[src/rtl/sniff_pkg.sv]
`timescale 1ns/1ps
package sniff_pkg;
  localparam logic [7:0] OP_READ  = 8'h03;
  localparam logic [7:0] OP_FAST  = 8'h0B;
  localparam logic [7:0] OP_PROG  = 8'h02;
  localparam logic [7:0] OP_ERASE = 8'h20;
  localparam logic [7:0] OP_DUAL  = 8'hBB;

  localparam int FLAG_UNKNOWN = 0;
  localparam int FLAG_TRUNC   = 1;
  localparam int FLAG_MISALN  = 2;
  localparam int FLAG_OVERRUN = 3;
  localparam int FLAG_W       = 4;

  typedef enum logic [2:0] {
    K_NONE, K_READ, K_FAST, K_DUAL, K_PROG, K_ERASE, K_OTHER
  } cmd_kind_e;

  typedef struct packed {
    logic              clear;
    logic              dual;
    logic              loadOp;
    logic              shiftAddr;
    logic              takeMosi;
    logic              takeMiso;
    logic              emit;
    logic [FLAG_W-1:0] flags;
  } sniff_strobe_t;
endpackage

[src/rtl/sniff_datapath.sv]
`timescale 1ns/1ps
module sniff_datapath
  import sniff_pkg::*;
#(
  parameter int SYNC_STAGES = 2,
  parameter int CNT_W       = 16,
  parameter int ADDR_BYTES  = 3,
  parameter int SECTOR_BITS = 12
) (
  input  logic                clk,
  input  logic                rstN,
  input  logic                sclkIn,
  input  logic                csnIn,
  input  logic                sio0In,
  input  logic                sio1In,
  input  sniff_strobe_t       stb,
  output logic                byteDone,
  output logic [7:0]          byteMosi,
  output logic [7:0]          byteMiso,
  output logic                csFall,
  output logic                csRise,
  output logic                addrAligned,
  output logic                recValid,
  output logic [7:0]          recOpcode,
  output logic [ADDR_BYTES*8-1:0] recAddr,
  output logic [CNT_W-1:0]    recCount,
  output logic [7:0]          recFirst,
  output logic [FLAG_W-1:0]   recFlags
);
  localparam int ADDR_W = ADDR_BYTES * 8;
  localparam int TOP    = SYNC_STAGES - 1;

  logic [TOP:0] sclkSync, csSync, s0Sync, s1Sync;
  logic sclkPrev, csPrev;
  logic sclkS, csS, s0S, s1S, sample;
  logic [3:0] bitCnt, bitNext;
  logic [7:0] moSh, miSh, moNext, miNext;

  always_ff @(posedge clk or negedge rstN) begin
    if (!rstN) begin
      sclkSync <= '0; csSync <= '1; s0Sync <= '0; s1Sync <= '0;
      sclkPrev <= 1'b0; csPrev <= 1'b1;
    end else begin
      sclkSync <= {sclkSync[TOP-1:0], sclkIn};
      csSync   <= {csSync[TOP-1:0], csnIn};
      s0Sync   <= {s0Sync[TOP-1:0], sio0In};
      s1Sync   <= {s1Sync[TOP-1:0], sio1In};
      sclkPrev <= sclkS;
      csPrev   <= csS;
    end
  end

  assign sclkS  = sclkSync[TOP];
  assign csS    = csSync[TOP];
  assign s0S    = s0Sync[TOP];
  assign s1S    = s1Sync[TOP];
  assign csFall = !csS && csPrev;
  assign csRise = csS && !csPrev;
  assign sample = sclkS && !sclkPrev && !csS;

  always_comb begin
    if (stb.dual) begin
      moNext  = {moSh[5:0], s1S, s0S};
      miNext  = moNext;
      bitNext = bitCnt + 4'd2;
    end else begin
      moNext  = {moSh[6:0], s0S};
      miNext  = {miSh[6:0], s1S};
      bitNext = bitCnt + 4'd1;
    end
  end

  assign byteDone = sample && (bitNext == 4'd8);
  assign byteMosi = moNext;
  assign byteMiso = miNext;

  always_ff @(posedge clk or negedge rstN) begin
    if (!rstN) begin
      bitCnt <= '0; moSh <= '0; miSh <= '0;
    end else if (csFall || csRise) begin
      bitCnt <= '0;
    end else if (sample) begin
      moSh   <= moNext;
      miSh   <= miNext;
      bitCnt <= byteDone ? 4'd0 : bitNext;
    end
  end

  // Working record of the open transaction
  logic [7:0]        opW, firstW;
  logic [ADDR_W-1:0] addrW;
  logic [CNT_W-1:0]  countW;
  logic [7:0]        dataByte;

  assign dataByte    = stb.takeMosi ? byteMosi : byteMiso;
  assign addrAligned = (addrW[SECTOR_BITS-1:0] == '0);

  always_ff @(posedge clk or negedge rstN) begin
    if (!rstN) begin
      opW <= '0; firstW <= '0; addrW <= '0; countW <= '0;
    end else if (stb.clear) begin
      opW <= '0; firstW <= '0; addrW <= '0; countW <= '0;
    end else begin
      if (stb.loadOp) opW <= byteMosi;
      if (stb.shiftAddr) addrW <= {addrW[ADDR_W-9:0], byteMosi};
      if (stb.takeMosi || stb.takeMiso) begin
        if (countW == '0) firstW <= dataByte;
        if (countW != '1) countW <= countW + 1'b1;
      end
    end
  end

  always_ff @(posedge clk or negedge rstN) begin
    if (!rstN) begin
      recValid <= 1'b0; recOpcode <= '0; recAddr <= '0;
      recCount <= '0; recFirst <= '0; recFlags <= '0;
    end else begin
      recValid <= stb.emit;
      if (stb.emit) begin
        recOpcode <= opW;
        recAddr   <= addrW;
        recCount  <= countW;
        recFirst  <= firstW;
        recFlags  <= stb.flags;
      end
    end
  end

  p_single_pulse_r1: assert property (@(posedge clk) disable iff (!rstN)
    recValid |=> !recValid);
  p_unknown_empty_r8: assert property (@(posedge clk) disable iff (!rstN)
    (recValid && recFlags[FLAG_UNKNOWN]) |-> (recCount == '0 && recAddr == '0));
  p_first_zero_r12: assert property (@(posedge clk) disable iff (!rstN)
    (recValid && recCount == '0) |-> (recFirst == '0));
endmodule

[src/rtl/sniff_control.sv]
`timescale 1ns/1ps
module sniff_control
  import sniff_pkg::*;
(
  input  logic          clk,
  input  logic          rstN,
  input  logic          byteDone,
  input  logic [7:0]    byteMosi,
  input  logic          csFall,
  input  logic          csRise,
  input  logic          addrAligned,
  output sniff_strobe_t stb
);
  cmd_kind_e  kind;
  logic       active, overrun;
  logic [2:0] idx;
  logic       addressed;

  function automatic cmd_kind_e decodeOp(input logic [7:0] op);
    case (op)
      OP_READ:  return K_READ;
      OP_FAST:  return K_FAST;
      OP_DUAL:  return K_DUAL;
      OP_PROG:  return K_PROG;
      OP_ERASE: return K_ERASE;
      default:  return K_OTHER;
    endcase
  endfunction

  assign addressed = (kind != K_NONE) && (kind != K_OTHER);

  always_comb begin
    stb       = '0;
    stb.clear = csFall;
    stb.dual  = (kind == K_DUAL);
    if (byteDone) begin
      if (idx == 3'd0) stb.loadOp = 1'b1;
      else if (addressed && idx <= 3'd3) stb.shiftAddr = 1'b1;
      else begin
        case (kind)
          K_READ: stb.takeMiso = (idx >= 3'd4);
          K_FAST: stb.takeMiso = (idx >= 3'd5);
          K_DUAL: stb.takeMosi = (idx >= 3'd5);
          K_PROG: stb.takeMosi = (idx >= 3'd4);
          default: ;
        endcase
      end
    end
    stb.emit                = csRise && active && (idx != 3'd0);
    stb.flags[FLAG_UNKNOWN] = (kind == K_OTHER);
    stb.flags[FLAG_TRUNC]   = addressed && (idx < 3'd4);
    stb.flags[FLAG_MISALN]  = (kind == K_ERASE) && (idx >= 3'd4) && !addrAligned;
    stb.flags[FLAG_OVERRUN] = overrun;
  end

  always_ff @(posedge clk or negedge rstN) begin
    if (!rstN) begin
      kind <= K_NONE; active <= 1'b0; overrun <= 1'b0; idx <= '0;
    end else if (csFall) begin
      kind <= K_NONE; active <= 1'b1; overrun <= 1'b0; idx <= '0;
    end else if (csRise) begin
      active <= 1'b0;
    end else if (byteDone) begin
      if (idx != 3'd7) idx <= idx + 3'd1;
      if (idx == 3'd0) kind <= decodeOp(byteMosi);
      if (kind == K_ERASE && idx >= 3'd4) overrun <= 1'b1;
    end
  end

  p_byte_in_frame_r11: assert property (@(posedge clk) disable iff (!rstN)
    byteDone |-> (active || csFall));
  p_dual_only_bb_r5: assert property (@(posedge clk) disable iff (!rstN)
    stb.dual |-> (idx != 3'd0 || !byteDone));
  p_overrun_erase_r7: assert property (@(posedge clk) disable iff (!rstN)
    $rose(overrun) |-> (kind == K_ERASE));
endmodule

[src/rtl/spi_flash_sniffer.sv]
`timescale 1ns/1ps
module spi_flash_sniffer
  import sniff_pkg::*;
#(
  parameter int SYNC_STAGES = 2,
  parameter int CNT_W       = 16
) (
  input  logic             clk,
  input  logic             rstN,
  input  logic             sclkIn,
  input  logic             csnIn,
  input  logic             sio0In,
  input  logic             sio1In,
  output logic             recValid,
  output logic [7:0]       recOpcode,
  output logic [23:0]      recAddr,
  output logic [CNT_W-1:0] recCount,
  output logic [7:0]       recFirst,
  output logic [3:0]       recFlags
);
  sniff_strobe_t stb;
  logic byteDone, csFall, csRise, addrAligned;
  logic [7:0] byteMosi, byteMiso;

  sniff_datapath #(
    .SYNC_STAGES(SYNC_STAGES), .CNT_W(CNT_W), .ADDR_BYTES(3), .SECTOR_BITS(12)
  ) u_dp (
    .clk(clk), .rstN(rstN), .sclkIn(sclkIn), .csnIn(csnIn),
    .sio0In(sio0In), .sio1In(sio1In), .stb(stb),
    .byteDone(byteDone), .byteMosi(byteMosi), .byteMiso(byteMiso),
    .csFall(csFall), .csRise(csRise), .addrAligned(addrAligned),
    .recValid(recValid), .recOpcode(recOpcode), .recAddr(recAddr),
    .recCount(recCount), .recFirst(recFirst), .recFlags(recFlags)
  );

  sniff_control u_ctl (
    .clk(clk), .rstN(rstN), .byteDone(byteDone), .byteMosi(byteMosi),
    .csFall(csFall), .csRise(csRise), .addrAligned(addrAligned), .stb(stb)
  );
endmodule

[config.mk]
export PLATFORM = sky130hd
export DESIGN_NAME = spi_flash_sniffer
export DESIGN_NICKNAME = d
export VERILOG_FILES = /design/src/rtl/sniff_pkg.sv /design/src/rtl/sniff_datapath.sv /design/src/rtl/sniff_control.sv /design/src/rtl/spi_flash_sniffer.sv
export SDC_FILE = /design/constraint.sdc
export NUM_CORES = 1
export LEC_CHECK = 0
export ABC_AREA = 1
export BUFFER_PORTS_ARGS = -buffer_cell sky130_fd_sc_hd__buf_2
export CAP_MARGIN = 0
export CORE_ASPECT_RATIO = 1.1
export CORE_MARGIN = 1.5
export CORE_UTILIZATION = 30
export DETAILED_ROUTE_END_ITERATION = 6
export MAX_ROUTING_LAYER = met4
export PLACE_DENSITY_LB_ADDON = 0.12
export SYNTH_ARGS = -nofsm -noshare
export SYNTH_HDL_FRONTEND = slang
export SYNTH_SLANG_ARGS = --single-unit
[constraint.sdc]
create_clock -name clk -period 2.1 [get_ports clk]
set_clock_uncertainty 0.15 [all_clocks]
set_input_delay 0.21 -clock clk [delete_from_list [all_inputs] [get_ports clk]]
set_output_delay 0.21 -clock clk [all_outputs]
set_load 0.02 [all_outputs]
# After elaboration in Yosys (flattened, before gate mapping)
# Cells that the tools add are included.
# word_totals
register_bits,153
inputBits,6
output_inout_bits,61
word_cells,127
# op_classes
addsub,4
order_cmp,4
n_eq_ne,16
n_mux,39
bitwise,1
reduce_logical,40
# op_table
operator,count
$mux 8,8
$mux 16,3
$mux 24,2
$mux 3,9
$reduce_bool 2->1,11
$mux 4,5
$add 16x1->16 const B,1
$eq 8x2->1 const B,2
$logic_not 16->1,1
$ne 16x16->1 const B,1
$pmux 3 s5,1
$logic_and 1x1->1,12
$logic_not 12->1,1
$eq 3x3->1 const B,3
$reduce_and 3->1,3
$eq 8x4->1 const B,1
$eq 8x6->1 const B,1
$eq 8x8->1 const B,1
$mux 1,8
$eq 3x2->1 const B,2
$ge 3x3->1 const B,2
$ne 3x3->1 const B,2
$reduce_and 2->1,3
$reduce_bool 3->1,2
other kinds (14),19

# Logic depth before layout (Yosys ltp)
# Gate-level depths: netlist of run 1.
# logic_depth
word_depth,10
mapped_depth,14
mapped_depth_nobuf,14

# Cells and area by module
# From an unflattened synthesis of run 1, not the netlist that was laid out.
# unflattened
cells_unflattened,766
hier_area_um2,6881.6
# modules_own_cells
mod,instances,cells_per_inst,area_per_inst_um2,seq_area_each_um2
sniff_datapath,1,659,6169.7,3632.2
sniff_control,1,107,711.9,200.2

# Worst setup path before layout of run 1
# OpenSTA, ideal clock, no wires.
# synth_path
path_kind,flip-flop to flip-flop
start,reg u_ctl.idx[0]
end,reg u_dp.countW[15]
setup_ns,0.117
t_arrival_ns,1.743
slack_ns,0.089
stages_incl_launch_ff,14
n_path_buf,1
period_less_slack_ns,2.011
cell_sequence,dfrtp_1 -> ha_1 -> ha_1 -> inv_1 -> nand2_1 -> nand3_1 -> nand2_2 -> nor2_4 -> inv_2 -> nand3_2 -> nand3_4 -> buf_6 -> nand2_1 -> o21ai_2
# synth_via
elab_chain_cells,8
# synth_rtl
element,line_no,rtl
"start, declared",sniff_control.sv:16,logic [2:0] idx;
"start signal, assigned",sniff_control.sv:64,if (idx != 3'd7) idx <= idx + 3'd1;
"$ge 3x3->1, or another cell as far along","sniff_control.sv:41, sniff_control.sv:44",
$pmux 1 s2 / $logic_and 1x1->1 (equally long branches),"sniff_control.sv:40, sniff_control.sv:38",
$mux 2,sniff_control.sv:38,else if (addressed && idx <= 3'd3) stb.shiftAddr = 1'b1;
$mux 3 (*),sniff_control.sv:37,if (idx == 3'd0) stb.loadOp = 1'b1;
$mux 4 (*),sniff_control.sv:36,if (byteDone) begin
$logic_or 1x1->1 (*),sniff_datapath.sv:106,if (stb.takeMosi || stb.takeMiso) begin
$reduce_bool 2->1 (no source line) (*),--,
$reduce_and 2->1 (no source line) (*),--,
"end signal, assigned",sniff_datapath.sv:108,if (countW != '1) countW <= countW + 1'b1;
"end, declared",sniff_datapath.sv:92,logic [CNT_W-1:0] countW;
# Every way passes the cells marked *; elsewhere a longest branch is shown, timed or not.
# A chain may end at the register's enable or synchronous reset.

# Final worst setup path of run 1
# layout_path
start,reg u_dp.bitCnt[1]
end,reg u_dp.countW[10]
# layout_via
elab_chain_cells,8
# layout_rtl
element,line_no,rtl
"start, declared",sniff_datapath.sv:36,"logic [3:0] bitCnt, bitNext;"
"start signal, assigned",sniff_datapath.sv:85,bitCnt <= byteDone ? 4'd0 : bitNext;
$add 4x1->4 / $add 4x2->4 (equally long branches),"sniff_datapath.sv:69, sniff_datapath.sv:65",
$mux 4 (*),sniff_datapath.sv:62,if (stb.dual) begin
$eq 4x4->1 (*),sniff_datapath.sv:73,assign byteDone = sample && (bitNext == 4'd8);
$logic_and 1x1->1 (*),sniff_datapath.sv:73,
$mux 4 (*),sniff_control.sv:36,
$logic_or 1x1->1 (*),sniff_datapath.sv:106,
$reduce_bool 2->1 (no source line) (*),--,
$reduce_and 2->1 (no source line) (*),--,
# Marked as above.

==> results.sh, run 1 <==
export IMPL_seqPwrFrac_pct=42.1
export IMPL_ioPinCount=67
export IMPL_clk_pin_slew_worst_paths_ns=0.07
export IMPL_first_iter_violations=373
export IMPL_pwr_share_clk_pct=39.8
export IMPL_top_layer_used="met4"
export IMPL_grt_max_degree=51
export IMPL_die_width_um=149
export IMPL_clockRootBuffer="clkbuf_16"
export IMPL_ys_types=38
export IMPL_r2r_slack_ns=0.08
export IMPL_wl_per_cell_um=14.3
export IMPL_syn_to_final_growth_pct=29.1
export IMPL_worst_pin_slew_ns=0.545
export IMPL_vias=5698
export IMPL_route_detailed_drc=0
export IMPL_syn_nets=846
export IMPL_cts_made_buffers=17
export IMPL_ys_ff_latch=153
export IMPL_cts_sinks=153
export IMPL_rsz0062_at_grt="yes"
export IMPL_reg2reg_to="u_dp.countW[10]"
export IMPL_layout_commonest_cell="nand2_1"
export IMPL_switching_share_pct=30.8
export IMPL_worst_ep_arrival_time_ns=2.19
export IMPL_clk_path_buf_depth=2
export IMPL_firstDrtPassIters=5
export IMPL_worstSetupStartpointType="flip-flop"
export IMPL_drv_slew=0
export IMPL_period_needed_ns=2.02
export IMPL_port_buffers=66
export IMPL_fin_hold_ws_ns=0.0554
export IMPL_rows=58
export IMPL_netlist_instances=828
export IMPL_maxCapViolations=0
export IMPL_path_class="reg -> reg"
export IMPL_hold_viol=0
export IMPL_viasPerCell=4.50
export IMPL_cp_endpoint="u_dp.countW[10]"
export IMPL_placed_cell_area_sq_um=8060
export IMPL_place_ws_ns=-0.0307
export IMPL_crit_reg2reg_launch="u_dp.bitCnt[1]"
export IMPL_layout_common_cells="nand2_1, dfrtp_1, inv_1"
export IMPL_finalSetupViolations=0
export IMPL_comb_power_share_pct=18.1
export IMPL_start_util_pct=30.7
export IMPL_antenna_cells=0
export IMPL_dp_cells=1211
export IMPL_drtAntennaViolNets=0
export IMPL_fmax_mhz=495
export IMPL_wl_um=18100
export IMPL_cts_tree="done"
export IMPL_period_share_pct=96.1
export IMPL_status="finished clean"
export IMPL_met1_length_um=8700
export IMPL_cellPowerDensity_nw_per_um2=875
export IMPL_grt_pass1_wl_um=28900
export IMPL_insertion_delay_ns=0.43
export IMPL_gp_congestion=0.856
export IMPL_stdcell_area_sq_um=9130
export IMPL_grtUsageTotal_pct=15.6
export IMPL_synth_warnings=0
export IMPL_grt_antenna_before_repair=0
export IMPL_gr_total_overflow=0
export IMPL_r2r_cells=14
export IMPL_worstPathRequired_ns=2.27
export IMPL_worst_path_max_fanout=6
export IMPL_min_path_type="in -> async"
export IMPL_cp_end_kind="flip-flop"
export IMPL_die_h_um=164
export IMPL_power_mw=7.99
export IMPL_layout_setup_ws_ns=0.0810
export IMPL_grt_pass1_vias=5591
export IMPL_wl_met3_um=619
export IMPL_dieArea_sq_um=24500
export IMPL_wl_met2_um=8520
export IMPL_yosysSeqAreaShare_pct=54.2
export IMPL_synth_avg_cell_area_sq_um=8.54
export IMPL_max_slew_margin_pct=63.3
export IMPL_layout_nets=970
export IMPL_drive_gt1_share_pct=24.8
export IMPL_power_net_switching_mw=2.46
export IMPL_fin_cells=1265
export IMPL_p_leak_nw=4.51
export IMPL_critPathLaunch="u_dp.bitCnt[1]"
export IMPL_ir_drop_uv=542
export IMPL_htree_levels=4
export IMPL_intPower_mw=5.53
export IMPL_netlist_area_sq_um=7070
export IMPL_coreArea_sq_um=23000
export IMPL_hpwl_um=12500
==> synthesized netlist by cell type (all sizes together) <==
cell / count / area [sq um]
nand4: 10 / 62.6
or2: 2 / 12.5
nor3: 8 / 51.3
buf: 16 / 133
ha: 12 / 150
xor2: 3 / 26.3
a31oi: 1 / 6.26
o21ai: 109 / 591
clkinv: 1 / 3.75
nand3: 46 / 275
inv: 98 / 370
o22ai: 18 / 119
clkbuf: 16 / 60.1
nand2: 282 / 1110
dfrtp: 150 / 3750
nor2: 37 / 166
nand3b: 2 / 15.0
o32ai: 1 / 8.76
o31ai: 2 / 15.0
dfstp: 3 / 78.8
o211ai: 4 / 30.0
a21boi: 1 / 7.51
a21oi: 6 / 30.0
==> critical path, cell delays in order (launching register included) <==
cell	delay, ns
dfrtp_2	0.46
ha_4	0.18
inv_1	0.04
nand2_1	0.04
nand2_1	0.05
nand2_1	0.04
nand2_1	0.08
nand2_2	0.10
nor2_4	0.13
nand2_4	0.07
nand2_4	0.08
nand3_4	0.16
clkbuf_16	0.21
nand2_1	0.05
o21ai_1	0.06
==> how the worst min path moves through the flow <==
stage	startpoint	to	slack [ns]	depth (start not counted)
2_1_floorplan	rstN	u_ctl.active	-0.24	0
3_3_place_gp	rstN	u_dp.recFirst[3]	-0.06	1
3_5_place_dp	rstN	u_dp.recFirst[3]	-0.05	1
6_report	rstN	u_dp.recFirst[3]	0.06	2
5_1_grt	rstN	u_dp.recCount[2]	0.06	2
4_1_cts	rstN	u_dp.recFirst[3]	0.04	2
==> per-stage QoR <==
step	utilization (%)	TNS, ns
floorplan	-	0
global placement	35.0	-0.122
detailed placement	35.0	-0.111
CTS	37.9	0
global route	39.7	-0.551
finish	39.7	0
==> metal layers <==
metal	global-route usage (%)	vias to the layer above
met5	-	-
met4	5.58	0
met3	3.25	23
met2	23.9	84
met1	20.5	2702
li1	-	2889
==> power groups by stage <==
stage          registers (mW)  clock network [mW]  logic [mW]
5_1_grt                  3.40                3.39        1.64
4_1_cts                  3.36                3.27        1.39
3_5_place_dp             3.42                   0        1.38
6_report                 3.36                3.18        1.45
2_1_floorplan            3.53                   0       0.699
3_3_place_gp             3.42                   0        1.37
==> kinds of logic (layout without fill, tap and decap cells) <==
family	count (synthesis)	after routing	share of synthesized area [%]
buf+inv	131	268	8.01
compound gates	142	142	11.4
xor+xnor	3	3	0.372
simple gates	387	387	23.9
flops	153	153	54.2
fa+ha+maj	12	12	2.12
==> final cells by class <==
type,count,area [sq um]
clock buffers,17,425
clock inverters,15,181
fillers,2374,13900
repair buffers,137,1090
multi-input cells,544,2840
well taps,300,375
inverters,99,378
flip-flops and latches,153,3840
==> registers in the layout, summed over array words and instances, names as in the netlist, 4 cells and up <==
| name | count |
|---|---|
| u_dp.addrW | 24 |
| u_dp.recFirst | 8 |
| u_dp.recCount | 16 |
| u_dp.recOpcode | 8 |
| u_dp.firstW | 8 |
| u_dp.bitCnt | 4 |
| u_dp.recFlags | 4 |
| u_dp.recAddr | 24 |
| u_dp.countW | 16 |
| u_dp.miSh | 7 |
| u_dp.moSh | 7 |
| u_dp.opW | 8 |
==> what timing repair did <==
item,in CTS,in global routing
buffers inserted,1,11
endpoints found under the hold margin,154,0
endpoints found under the setup margin,10,58
gates cloned,0,6
pin swaps,1,9
hold buffers,5,0
resized for setup,3,46
Note: power is estimated with default switching activity, not from simulation.
==> inputs of run 2 (changes only) <==
--- a/config.mk
+++ b/config.mk
@@ -6,12 +6,12 @@
 export NUM_CORES = 1
 export LEC_CHECK = 0
 export ABC_AREA = 1
-export BUFFER_PORTS_ARGS = -buffer_cell sky130_fd_sc_hd__buf_2
 export CAP_MARGIN = 0
 export CORE_ASPECT_RATIO = 1.1
 export CORE_MARGIN = 1.5
 export CORE_UTILIZATION = 30
 export DETAILED_ROUTE_END_ITERATION = 6
+export DONT_BUFFER_PORTS = 1
 export MAX_ROUTING_LAYER = met4
 export PLACE_DENSITY_LB_ADDON = 0.12
 export SYNTH_ARGS = -nofsm -noshare
==> results.sh, run 2 (same netlist as run 1, synthesis figures left out) <==
export IMPL_status="finished, violations left"
export IMPL_violations="hold timing"
export IMPL_start_util_pct=30.7
export IMPL_syn_to_final_growth_pct=25.0
export IMPL_gp_congestion=0.820
export IMPL_path_class="reg -> reg"
export IMPL_grt_max_degree=154
export IMPL_hpwl_um=12000
export IMPL_wl_met2_um=8640
export IMPL_layout_setup_ws_ns=0.0193
export IMPL_wl_met3_um=641
export IMPL_cellPowerDensity_nw_per_um2=880
export IMPL_crit_path_cell_trace="ha_2 > ha_4 > inv_2 > nand2_2 > nand3_2 > nand2_2 > nor2_4 > inv_2 > nand3_2 > nand3_4 > buf_12 > nand2_1 > o21ai_2"
export IMPL_clk_path_buf_depth=2
export IMPL_min_path_type="in -> async"
export IMPL_regArea_sq_um=3840
export IMPL_maxCapViolations=0
export IMPL_finalSetupViolations=0
export IMPL_fin_hold_ws_ns=-0.671
export IMPL_fin_setup_tns_ns=0
export IMPL_clk_pin_slew_worst_paths_ns=0.07
export IMPL_worst_path_max_fanout=7
export IMPL_die_width_um=149
export IMPL_power_net_switching_mw=2.41
export IMPL_wl_um=18100
export IMPL_max_stage_delay_ns=0.41
export IMPL_switching_share_pct=31.0
export IMPL_cp_end_kind="flip-flop"
export IMPL_multi_input_area_sq_um=2870
export IMPL_route_detailed_drc=0
export IMPL_cp_slowest_cell="dfrtp_1"
export IMPL_max_slew_margin_pct=63.6
export IMPL_period_needed_ns=2.08
export IMPL_rows=58
export IMPL_worstSetupStartpointType="flip-flop"
export IMPL_layout_commonest_cell="nand2_1"
export IMPL_port_buffers=0
export IMPL_cts_tree="done"
export IMPL_cts_sinks=153
export IMPL_gr_total_overflow=0
export IMPL_drive_gt1_share_pct=21.4
export IMPL_cp_num_buf_inv=3
export IMPL_layout_common_cells="nand2_1, dfrtp_1, inv_1"
export IMPL_power_mw=7.78
export IMPL_grt_pass1_wl_um=28500
export IMPL_cts_made_buffers=17
export IMPL_seqPwrFrac_pct=45.1
export IMPL_biggestRegsByFlops="u_dp.addrW (24), u_dp.recAddr (24)"
export IMPL_fillers=2325
export IMPL_comb_power_share_pct=15.4
export IMPL_htree_levels=4
export IMPL_ioPinCount=67
export IMPL_drtAntennaViolNets=0
export IMPL_worstPathRequired_ns=2.27
export IMPL_r2r_cells=13
export IMPL_antenna_cells=0
export IMPL_die_h_um=164
export IMPL_ctsHoldBuffers=4
export IMPL_reg2reg_to="u_dp.countW[14]"
export IMPL_critPathTopFamily="simple AND/OR/NAND/NOR gates"
export IMPL_place_ws_ns=-0.0391
export IMPL_intPower_mw=5.36
export IMPL_coreArea_sq_um=23000
export IMPL_pwr_share_clk_pct=39.5
export IMPL_top_layer_used="met4"
export IMPL_first_iter_violations=287
export IMPL_firstDrtPassIters=4
export IMPL_hold_viol=153
export IMPL_crit_reg2reg_launch="u_ctl.idx[1]"
export IMPL_insertion_delay_ns=0.43
export IMPL_viasPerCell=4.53
export IMPL_grtUsageTotal_pct=15.5
export IMPL_met1_length_um=8630
export IMPL_dieArea_sq_um=24500
export IMPL_period_share_pct=99.1
export IMPL_clockRootBuffer="clkbuf_16"
export IMPL_grt_pass1_vias=5278
export IMPL_rsz0062_at_grt="yes"
export IMPL_wl_per_cell_um=15.0
export IMPL_layout_nets=913
export IMPL_ir_drop_uv=531
export IMPL_vias=5473
export IMPL_grt_antenna_before_repair=0
export IMPL_fmax_mhz=481
export IMPL_drv_slew=0
export IMPL_final_util_pct=38.4
export IMPL_worst_ep_arrival_time_ns=2.25
export IMPL_worst_pin_slew_ns=0.540
export IMPL_p_leak_nw=4.18
export IMPL_r2r_slack_ns=0.02
[run 2: cell types whose count changed in the layout (fill, tap and decap cells not counted), moves of 3 or more]
cell,previous run,this run
buf_2,65,0
buf_4,46,57
inv_1,95,90
inv_2,2,6
nand3_1,34,31
nand3_2,8,11
[run 2: worst max-delay path by stage]
stage | endpoint | startpoint | depth (start not counted) | slack (ns)
finish | u_dp.countW[14] | u_ctl.idx[1] | 13 | 0.02
global route | u_dp.countW[3] | u_dp.bitCnt[1] | 14 | -0.08
CTS | u_dp.firstW[4] | u_ctl.kind[0] | 13 | 0.006
detailed placement | u_dp.firstW[4] | u_ctl.kind[0] | 12 | -0.04
global placement | u_dp.firstW[2] | u_ctl.kind[0] | 11 | -0.01
floorplan | u_dp.countW[15] | u_ctl.idx[0] | 13 | 0.09
[run 2: repair_timing]
action                                 4_1_cts  5_1_grt
gates cloned                                 0        6
gates resized for setup                      1       60
setup buffers                                1       13
setup endpoints to repair                    8       62
endpoints found under the hold margin      157      153
pin swaps                                    1       20
[run 2: metal layers]
layer | vias to the layer above | GRT usage [%]
met4 | 0 | 4.55
met3 | 19 | 3.47
met1 | 2599 | 20.3
li1 | 2774 | -
met2 | 81 | 24.0
met5 | - | -
[run 2: worst reg2reg max path: cells and delay by family, from the launching register on]
| family | cells | cell delay [ns] |
|---|---|---|
| flops | 1 | 0.41 |
| buf+inv | 3 | 0.30 |
| compound gates | 1 | 0.05 |
| fa+ha+maj | 2 | 0.38 |
| simple gates | 7 | 0.67 |
[run 2: cell type report]
class                      instances  area share (%)
timing repair buffer              79            8.95
clock buffer                      17            4.81
clock inverter                    15            1.76
multi-input combinational        544            32.5
sequential                       153            43.4
inverter                          99            4.28
tap                              300            4.25
timing repair inverter             1          0.0849
[run 2: stage by stage]
step / area (sq um) / instances
after global placement: 7770 / 1153
after detailed placement: 7770 / 1153
after floorplan: 7070 / 828
final: 8840 / 1208
after global routing: 8840 / 1208
after CTS: 8410 / 1190
[run 2: power groups by stage]
stage	Combinational, mW	Clock, mW	Sequential, mW
3_5_place_dp	1.10	0	3.56
6_report	1.20	3.07	3.51
4_1_cts	1.11	3.18	3.51
2_1_floorplan	0.699	0	3.53
3_3_place_gp	1.10	0	3.56
5_1_grt	1.36	3.30	3.54
==> inputs of run 3 (changes only) <==
--- a/config.mk
+++ b/config.mk
@@ -5,7 +5,6 @@
 export SDC_FILE = /design/constraint.sdc
 export NUM_CORES = 1
 export LEC_CHECK = 0
-export ABC_AREA = 1
 export CAP_MARGIN = 0
 export CORE_ASPECT_RATIO = 1.1
 export CORE_MARGIN = 1.5
==> results.sh, run 3 <==
export IMPL_hold_viol=153
export IMPL_clockRootBuffer="clkbuf_16"
export IMPL_muxShareOfSynthArea_pct=5.01
export IMPL_path_class="reg -> reg"
export IMPL_yosys_area_share_xor_xnor_pct=0.887
export IMPL_grt_busiest_layer="met2"
export IMPL_fmax_mhz=378
export IMPL_p_leak_nw=4.27
export IMPL_r2r_slack_ns=-0.55
export IMPL_worst_ep_arrival_time_ns=2.80
export IMPL_yosysSeqAreaShare_pct=55.4
export IMPL_die_h_um=162
export IMPL_synth_compound_area_share_pct=11.4
export IMPL_min_path_type="in -> async"
export IMPL_ctsHoldBuffers=4
export IMPL_die_width_um=148
export IMPL_gp_congestion=0.810
export IMPL_hpwl_um=12700
export IMPL_ys_types=60
export IMPL_biggestRegsByFlops="u_dp.addrW (24), u_dp.recAddr (24)"
export IMPL_vias=5351
export IMPL_route_detailed_drc=0
export IMPL_r2r_cells=10
export IMPL_status="finished, violations left"
export IMPL_cts_tree="done"
export IMPL_clk_pin_slew_worst_paths_ns=0.06
export IMPL_synthSimpleGateAreaFrac_pct=21.6
export IMPL_fin_setup_tns_ns=-29.32
export IMPL_netlist_instances=704
export IMPL_dieArea_sq_um=24000
export IMPL_grt_max_degree=154
export IMPL_fin_hold_ws_ns=-0.671
export IMPL_insertion_delay_ns=0.42
export IMPL_worstPathRequired_ns=2.26
export IMPL_netlist_top_cell_by_area="dfrtp_1"
export IMPL_ys_top_cells_by_count="nand2_1, dfrtp_1, nor2_1, a21oi_1, mux2i_1"
export IMPL_gr_total_overflow=0
export IMPL_maxCapViolations=0
export IMPL_synth_top_area_share_pct=54.3
export IMPL_cellPowerDensity_nw_per_um2=773
export IMPL_critPathLaunch="u_dp.bitCnt[1]"
export IMPL_layout_commonest_cell="nand2_1"
export IMPL_crit_reg2reg_launch="u_dp.bitCnt[1]"
export IMPL_grt_antenna_before_repair=0
export IMPL_synth_warnings=0
export IMPL_synth_avg_cell_area_sq_um=9.82
export IMPL_period_share_pct=126
export IMPL_rows=58
export IMPL_layout_setup_ws_ns=-0.545
export IMPL_firstDrtPassIters=4
export IMPL_worstSetupStartpointType="flip-flop"
export IMPL_ys_ff_latch=153
export IMPL_reg2reg_to="u_dp.addrW[13]"
export IMPL_grt_pass1_vias=5538
export IMPL_port_buffers=0
export IMPL_period_needed_ns=2.65
export IMPL_met1_usage_pct=20.3
export IMPL_htree_levels=4
export IMPL_cp_end_kind="flip-flop"
export IMPL_ir_drop_uv=538
export IMPL_synth_ff_type="dfrtp_1"
export IMPL_coreArea_sq_um=22700
export IMPL_rsz0062_at_grt="yes"
export IMPL_grt_use_met3_pct=3.26
export IMPL_layout_common_cells="nand2_1, dfrtp_1, buf_4"
export IMPL_synth_edf_count=0
export IMPL_ys_top_cells_by_area="dfrtp_1, nand2_1, mux2i_1"
export IMPL_syn_to_final_growth_pct=29.0
export IMPL_violations="hold timing, setup timing"
export IMPL_finalSetupViolations=62
export IMPL_final_util_pct=39.3
export IMPL_grt_pass1_wl_um=30100
export IMPL_drv_slew=0
export IMPL_syn_nets=722
export IMPL_yosysMostFrequentCell="nand2_1"
export IMPL_worst_path_max_fanout=14
export IMPL_wl_um=18600
export IMPL_clk_path_buf_depth=2
export IMPL_drive_gt1_share_pct=24.9
export IMPL_max_slew_margin_pct=58.8
export IMPL_synthAdderAreaFrac_pct=2.17
export IMPL_cts_made_buffers=17
export IMPL_netlist_area_sq_um=6920
export IMPL_first_iter_violations=194
export IMPL_wl_per_cell_um=16.9
export IMPL_synth_top_family_by_area="simple AND/OR/NAND/NOR gates"
export IMPL_layout_nets=808
export IMPL_start_util_pct=30.4
export IMPL_worst_pin_slew_ns=0.616
export IMPL_viasPerCell=4.86
export IMPL_drtAntennaViolNets=0
export IMPL_synthArstFlopShare_pct=100
export IMPL_grtUsageTotal_pct=16.5
export IMPL_antenna_cells=0
export IMPL_cp_endpoint="u_dp.addrW[13]"
export IMPL_ioPinCount=67
export IMPL_use_met2_pct=27.1
export IMPL_cts_sinks=153
-- run 3: cell count changes after synthesis, sizes merged, moves of 12 or more --
| cell | change |
|---|---|
| a211oi | +16 |
| a21oi | +36 |
| clkbuf | +12 |
| inv | -81 |
| mux2i | +29 |
| nand2 | -102 |
| nand3 | -36 |
| nor2 | +31 |
| o21ai | -88 |
| o22ai | -17 |
-- run 3: worst min-delay path by stage --
| stage | end | from |
|---|---|---|
| 2_1_floorplan | u_ctl.active | rstN |
| 5_1_grt | u_dp.recAddr[20] | rstN |
| 3_5_place_dp | u_dp.recAddr[12] | rstN |
| 6_report | u_dp.recAddr[18] | rstN |
| 3_3_place_gp | u_dp.recAddr[20] | rstN |
| 4_1_cts | u_dp.recOpcode[7] | rstN |
-- run 3: stage by stage --
| step | total power [mW] | cells | setup slack, ns | instance area [sq um] |
|---|---|---|---|---|
| global route | 7.22 | 1102 | -0.634 | 8920 |
| finish | 6.90 | 1102 | -0.545 | 8920 |
| detailed placement | 3.82 | 1054 | -0.565 | 7950 |
| CTS | 7.02 | 1091 | -0.539 | 8690 |
| global placement | 3.81 | 1054 | -0.554 | 7950 |
| floorplan | 3.51 | 704 | -0.599 | 7000 |
-- run 3: kinds of logic after synthesis --
family	after synthesis
buffers and inverters	55
and+or+nand+nor	328
AOI/OAI and AO/OA	115
DFF	153
xor gates and xnor gates	7
adders and majority gates	12
muxes	34
-- run 3: critical path, stage by stage (launching register included) --
cell       delay [ns]
dfrtp_1          0.42
ha_4             0.18
xor2_1           0.17
or4b_4           0.55
buf_6            0.14
a22o_4           0.24
nor3_4           0.14
buf_6            0.14
clkbuf_16        0.17
mux2i_1          0.18
nor2_1           0.05
-- run 3: routing by layer --
layer / up-vias / wire (um)
met5: - / 0
met4: 0 / 336
met3: 21 / 476
met2: 65 / 9380
met1: 2667 / 8390
li1: 2598 / -
-- run 3: report_power, final --
part           internal, mW  total [mW]  switching, mW
combinational         0.266       0.631          0.365
sequential             3.05        3.13         0.0790
clock                  1.82        3.14           1.32
-- run 3: final cells by class --
type                       instances  area, sq um
clock buffer                      18          439
clock inverter                    13          159
fill                            2248        13800
inverter                          17         63.8
multi-input combinational        496         3080
sequential                       153         3830
tap                              300          375
timing repair buffer             105          970
-- run 3: repair_timing --
action	CTS	global route
resized for setup	22	24
endpoints found under the setup margin	63	63
endpoints found under the hold margin	157	153
setup buffers	2	8
gates cloned	0	3
pin swaps	10	13
